<file path="src/rtl/pp_buf_pkg.sv">
package pp_buf_pkg;
    typedef enum logic {
        CV_RX = 1'b0,
        CV_TX = 1'b1
    } cv_state_t;
endpackage

</file>
<file path="src/rtl/pp_edge_sync.sv">
module pp_edge_sync #(
    parameter int STAGES = 2
) (
    input  logic clk,
    input  logic rst,
    input  logic async_i,
    output logic rise_o,
    output logic fall_o
);
    logic [STAGES-1:0] chain_q;
    logic              last_q;

    always_ff @(posedge clk) begin
        if (rst) begin
            chain_q <= '0;
            last_q  <= 1'b0;
        end else begin
            chain_q <= {chain_q[STAGES-2:0], async_i};
            last_q  <= chain_q[STAGES-1];
        end
    end

    assign rise_o = chain_q[STAGES-1] & ~last_q;
    assign fall_o = ~chain_q[STAGES-1] & last_q;
endmodule

</file>
<file path="src/rtl/pp_cnv_addr.sv">
module pp_cnv_addr
    import pp_buf_pkg::*;
#(
    parameter int ADDR_W = 4
) (
    input  logic              clk,
    input  logic              rst,
    input  logic              dir_tx,
    input  logic              rise_i,
    input  logic              fall_i,
    output logic [ADDR_W-1:0] addr_o,
    output logic              wr_o,
    output logic              dma_o,
    output cv_state_t         state_o
);
    localparam int LO_W = ADDR_W - 1;

    cv_state_t         state_q, state_d;
    logic              flip, adv;
    logic [ADDR_W-1:0] addr_nx;

    // state register
    always_ff @(posedge clk) begin
        if (rst) state_q <= CV_RX;
        else     state_q <= state_d;
    end

    // next state
    always_comb begin
        state_d = state_q;
        unique case (state_q)
            CV_RX: if (dir_tx)  state_d = CV_TX;
            CV_TX: if (!dir_tx) state_d = CV_RX;
        endcase
    end

    // outputs: advance select and write strobe
    always_comb begin
        flip = (state_d != state_q);
        adv  = 1'b0;
        wr_o = 1'b0;
        unique case (state_q)
            CV_RX: begin
                adv  = fall_i;
                wr_o = fall_i & ~flip;
            end
            CV_TX: adv = rise_i;
        endcase
    end

    assign addr_nx = addr_o + 1'b1;
    assign state_o = state_q;

    always_ff @(posedge clk) begin
        if (rst || flip) begin
            addr_o <= '0;
            dma_o  <= 1'b0;
        end else begin
            dma_o <= adv && (addr_nx[LO_W-1:0] == '0);
            if (adv) addr_o <= addr_nx;
        end
    end


    dir_clear_chk: assert property (@(posedge clk) disable iff (rst)
        flip |=> (addr_o == '0));

    dma_single_chk: assert property (@(posedge clk) disable iff (rst)
        dma_o |=> !dma_o);

    dma_boundary_chk: assert property (@(posedge clk) disable iff (rst)
        dma_o |-> (addr_o[LO_W-1:0] == '0));

    addr_hold_chk: assert property (@(posedge clk) disable iff (rst)
        (!rise_i && !fall_i && !flip) |=> $stable(addr_o));
endmodule

</file>
<file path="src/rtl/pp_host_addr.sv">
module pp_host_addr #(
    parameter int LO_W = 3
) (
    input  logic            clk,
    input  logic            rst,
    input  logic            adv_i,
    input  logic            clr_i,
    output logic [LO_W-1:0] lo_o
);
    always_ff @(posedge clk) begin
        if (rst || clr_i) lo_o <= '0;
        else if (adv_i)   lo_o <= lo_o + 1'b1;
    end


    host_clear_chk: assert property (@(posedge clk) disable iff (rst)
        clr_i |=> (lo_o == '0));
endmodule

</file>
<file path="src/rtl/pp_store.sv">
module pp_store #(
    parameter int DATA_W = 8,
    parameter int ADDR_W = 4
) (
    input  logic              clk,
    input  logic              rst,
    input  logic              we_i,
    input  logic [ADDR_W-1:0] waddr_i,
    input  logic [DATA_W-1:0] wdata_i,
    input  logic [ADDR_W-1:0] raddr_a_i,
    input  logic [ADDR_W-1:0] raddr_b_i,
    output logic [DATA_W-1:0] rdata_a_o,
    output logic [DATA_W-1:0] rdata_b_o
);
    localparam int DEPTH = 1 << ADDR_W;

    logic [DATA_W-1:0] mem_q [DEPTH];

    always_ff @(posedge clk) begin
        if (rst) begin
            for (int i = 0; i < DEPTH; i++) mem_q[i] <= '0;
        end else if (we_i) begin
            mem_q[waddr_i] <= wdata_i;
        end
    end

    assign rdata_a_o = mem_q[raddr_a_i];
    assign rdata_b_o = mem_q[raddr_b_i];
endmodule

</file>
<file path="src/rtl/pp_sample_buf.sv">
module pp_sample_buf
    import pp_buf_pkg::*;
#(
    parameter int DATA_W      = 8,
    parameter int HALF_DEPTH  = 8,
    parameter int SYNC_STAGES = 2
) (
    input  logic              clk,
    input  logic              rst,
    input  logic              dir_tx,
    input  logic              host_stb,
    input  logic [DATA_W-1:0] host_din,
    output logic [DATA_W-1:0] host_dout,
    input  logic              cnv_clk,
    input  logic [DATA_W-1:0] cnv_din,
    output logic [DATA_W-1:0] cnv_dout,
    output logic              dma_req
);
    localparam int LO_W   = $clog2(HALF_DEPTH);
    localparam int ADDR_W = LO_W + 1;

    logic              host_rise, host_fall, cnv_rise, cnv_fall;
    logic              cnv_wr, we;
    logic [LO_W-1:0]   host_lo;
    logic [ADDR_W-1:0] host_addr, cnv_addr, waddr;
    logic [DATA_W-1:0] wdata;
    cv_state_t         mode;

    pp_edge_sync #(.STAGES(SYNC_STAGES)) u_host_sync (
        .clk(clk), .rst(rst), .async_i(host_stb),
        .rise_o(host_rise), .fall_o(host_fall));

    pp_edge_sync #(.STAGES(SYNC_STAGES)) u_cnv_sync (
        .clk(clk), .rst(rst), .async_i(cnv_clk),
        .rise_o(cnv_rise), .fall_o(cnv_fall));

    pp_cnv_addr #(.ADDR_W(ADDR_W)) u_cnv_addr (
        .clk(clk), .rst(rst), .dir_tx(dir_tx),
        .rise_i(cnv_rise), .fall_i(cnv_fall),
        .addr_o(cnv_addr), .wr_o(cnv_wr), .dma_o(dma_req), .state_o(mode));

    pp_host_addr #(.LO_W(LO_W)) u_host_addr (
        .clk(clk), .rst(rst), .adv_i(host_fall), .clr_i(dma_req),
        .lo_o(host_lo));

    // host half is always the one the converter is not using
    assign host_addr = {~cnv_addr[ADDR_W-1], host_lo};

    always_comb begin
        unique case (mode)
            CV_TX: begin
                we    = host_fall;
                waddr = host_addr;
                wdata = host_din;
            end
            CV_RX: begin
                we    = cnv_wr;
                waddr = cnv_addr;
                wdata = cnv_din;
            end
        endcase
    end

    pp_store #(.DATA_W(DATA_W), .ADDR_W(ADDR_W)) u_store (
        .clk(clk), .rst(rst), .we_i(we), .waddr_i(waddr), .wdata_i(wdata),
        .raddr_a_i(host_addr), .raddr_b_i(cnv_addr),
        .rdata_a_o(host_dout), .rdata_b_o(cnv_dout));


    write_half_chk: assert property (@(posedge clk) disable iff (rst)
        we |-> (mode == CV_TX ? waddr[ADDR_W-1] != cnv_addr[ADDR_W-1]
                              : waddr == cnv_addr));

    host_rise_hold_chk: assert property (@(posedge clk) disable iff (rst)
        (host_rise && !dma_req) |=> $stable(host_lo));
endmodule

</file>
<file path="config.mk">
export PLATFORM = sky130hd
export DESIGN_NAME = pp_sample_buf
export DESIGN_NICKNAME = d
export VERILOG_FILES = /design/src/rtl/pp_buf_pkg.sv /design/src/rtl/pp_edge_sync.sv /design/src/rtl/pp_cnv_addr.sv /design/src/rtl/pp_host_addr.sv /design/src/rtl/pp_store.sv /design/src/rtl/pp_sample_buf.sv
export SDC_FILE = /design/constraint.sdc
export NUM_CORES = 1
export LEC_CHECK = 0
export ABC_AREA = 0
export CELL_PAD_IN_SITES_DETAIL_PLACEMENT = 0
export CELL_PAD_IN_SITES_GLOBAL_PLACEMENT = 1
export CORE_UTILIZATION = 45
export CTS_CLUSTER_SIZE = 10
export DETAILED_ROUTE_END_ITERATION = 16
export PLACE_DENSITY = 0.82
export SLEW_MARGIN = 5
export SYNTH_ARGS = -nofsm -noshare
export SYNTH_HDL_FRONTEND = slang
export SYNTH_SLANG_ARGS = --single-unit
</file>
<file path="constraint.sdc">
create_clock -name clk -period 2.75 [get_ports clk]
set_clock_uncertainty 0.1 [all_clocks]
set_input_delay 0.55 -clock clk [delete_from_list [all_inputs] [get_ports clk]]
set_output_delay 0.55 -clock clk [all_outputs]
set_load 0.01 [all_outputs]
</file>
==> impl_results.md <==
* Status: finished with violations
* Violated checks: setup timing
* Placed Area at 8630 um^2
* Die Height at 132 um
* Total grt overflow at 0
* Final period utilization at 1.06
* First-pass GRT wire length at 30.0 mm
* Cell Chain, Critical Path: buf_4 -> buf_12 -> mux4_2 -> mux4_2 -> buf_6
* Place WS at -0.0638 ns
* Max Fanout on Critical Path at 7
* Clock sinks at around 150
* NetSw at around 1.2 mW
* Worst Path Arrival at 2.25 ns
* Critical Path Sink Type: output port
* Mapped Area at 7580 um^2
* CP Class: flop to output port
* Top cell by count, worst path: mux4_2
* Initial Utilization at 0.459
* Final instance area at 9420 um^2
* # rows at 47
* Hold path startpoint: u_cnv_sync.chain_q[0]
* Die W at 132 um
* CTS Buffer Depth at 2
* Startpoint types: flop
* Drt total wl at about 20 mm
* Final Hold Fails at 0
* Final Power at roughly 5.3 mW
* Worst Setup Slack, final at -0.154 ns
* Routed Antenna Nets at 0
* Core area at roughly 17000 um^2
* Clock power share at 0.442
* Most frequent cells in the layout: nor2_1, edfxtp_1, mux4_2
* CTS tree: built
* Leakage at 3.33 nW
* Clock latency on the worst-skew pair at roughly 0.42 ns
* Pin count of the biggest net entering global routing at 40
* #FFs+latches synth at about 150
* Dpl cells at 788
* Ratio of cells with drive above 1 in the final layout at 0.384
* Drc violations at 0
* 1st-iter DRT viols at between 600 and 700
* Initial antenna violation count at 0
* Unrepaired setup endpoints after global routing: yes
* First-pass detailed-route iteration total at 5
* Hold Worst Slack at 0.339 ns
* Vias in the first global route at 4927
* Power per cell area at 563 nW/um^2
* Slew Limit Fails at 0
* Drt wl/cell at 23.5 um
* CP Data Required Time at 2.10 ns
* Final Wtd Congestion at 0.831
* Commonest non-fill, non-tap cell in the layout: nor2_1
* Sequential power share at 0.478
* Yosys cell types at 38
* Synthesis-to-finish area growth at 24.3%
* Nets at 625
* Synth warnings at 0
* Peak supply drop at 595 uV
* CTS root buffer: clkbuf_16
* Worst-Margin Slew at 0.572 ns
* Slew headroom at 0.618
* Avg Inst Size Synth at 15.1 um^2
* CTS buffer count at 17
* Combinational cell fraction of total power at 0.080
* Mapped Cells at 503
* Post-synth net total at about 530
* H-tree Lvls at 4
* Post-layout min period at 2.90 ns
* Clock transition at path regs at about 0.07 ns
* Slowest Stage Delay on Critical Path at 0.53 ns
* Vias/cell at 6.05
* Via count at approximately 5000
* Seq/Total Area, Yosys at 0.557
* Reg-to-Reg Start: u_host_addr.lo_o[0]
* Post-Route Setup TNS at -1.90 ns
* Total GRT Usage at 0.239
* Post-DP HPWL at 13.7 mm
* Final setup fails at 16
* Crit path max-delay cell type: mux4_2
* Peak Freq at 344 MHz
* PortBufs at 37
* Antenna cells at 0
* Number of max-cap violations at 0
* Number of I/O pins at 38
* Internal power at just over 4 mW
* Final core utilization at 0.570
* Worst hold path class: flop to flop
* Die ar. at 17400 um^2
* Switching Share at 0.234
* Final Non-Filler Cells at 834
[worst max-delay path: cells and delay by family, from the launching register on]
| kind | cells | cell delay (ns) |
|---|---|---|
| muxes | 2 | 1.02 |
| DFF | 1 | 0.41 |
| buffers and inverters | 3 | 0.40 |
[registers in the layout, indices dropped and copies added (netlist names), named ones only]
signal and flops:
u_cnv_addr.dma_o 1, u_cnv_addr.addr_o 4, u_host_sync.last_q 1, u_cnv_sync.chain_q 2, u_cnv_addr.state_o 1, u_host_sync.chain_q 2, u_store.mem_q 128, u_host_addr.lo_o 3
u_cnv_sync.last_q 1
[cell families (layout without fill, tap and decap cells)]
logic type / after synthesis / count (layout) / synth area share
simple gates: 207 / 207 / 0.131
flops: 147 / 147 / 0.557
mux: 89 / 89 / 0.250
buf+inv: 36 / 147 / 0.0269
compound gates: 14 / 14 / 0.0229
xor+xnor: 7 / 7 / 0.00809
fa+ha+maj: 3 / 3 / 0.00495
[path summary, 6_finish.rpt]
check | endpoint | slack, ns | depth (start not counted)
max reg2reg | u_store.mem_q[0][5] | 0.29 | 9
min reg2reg | u_cnv_sync.chain_q[1] | 0.34 | 1
min | u_cnv_sync.chain_q[1] | 0.34 | 1
max | cnv_dout[4] | -0.15 | 5
[cells in the mapped netlist (all sizes together)]
master	n	share of area
xor2	1	0.0012
nand3	5	0.0033
or3	2	0.0016
nand3b	8	0.0079
clkbuf	10	0.0051
a221o	1	0.0013
xnor2	6	0.0069
mux2	2	0.0030
edfxtp	128	0.51
a21oi	6	0.0069
o21ai	1	0.00066
nor2	134	0.066
or3b	5	0.0058
buf	25	0.021
nand2b	18	0.015
a2bb2oi	1	0.0035
mux4	78	0.23
dfxtp	19	0.050
mux2i	9	0.012
nor2b	9	0.0074
a22oi	3	0.0084
inv	1	0.00049
nor3b	2	0.0020
nor3	3	0.0020
ha	3	0.0050
nand2	20	0.017
a21boi	1	0.00099
o221ai	1	0.0012
or4b	1	0.0018
[metal layers]
metal  track usage  up-vias  routed length, um
met5             0        -                  0
met4        0.0691        0                340
met3        0.0546       24               1910
met2         0.374      321               9410
met1         0.337     2570               7920
li1              -     2127                  -
[power groups by stage]
stage | sequential, mW | combinational [mW] | clock [mW]
after floorplan | 2.55 | 0.228 | 0
after global placement | 2.57 | 0.391 | 0
after detailed placement | 2.58 | 0.398 | 0
after CTS | 2.53 | 0.417 | 2.36
after global routing | 2.54 | 0.446 | 2.43
final | 2.54 | 0.424 | 2.34
[layout make-up]
cell class | count | area, um^2
clock inverters | 15 | 168
multi-input cells | 320 | 3160
flip-flops and latches | 147 | 4230
repair buffers | 114 | 1150
inverters | 1 | 3.75
well taps | 220 | 275
clock buffers | 17 | 425
fillers | 1276 | 7100
[repair_timing]
item	4_1_cts	5_1_grt
hold buffers	0	0
setup endpoints to repair	16	16
setup buffers	10	4
pin swaps	0	2
resized for setup	94	19
endpoints found under the hold margin	0	0
gates cloned	4	1
(Power assumes the default switching activity.)
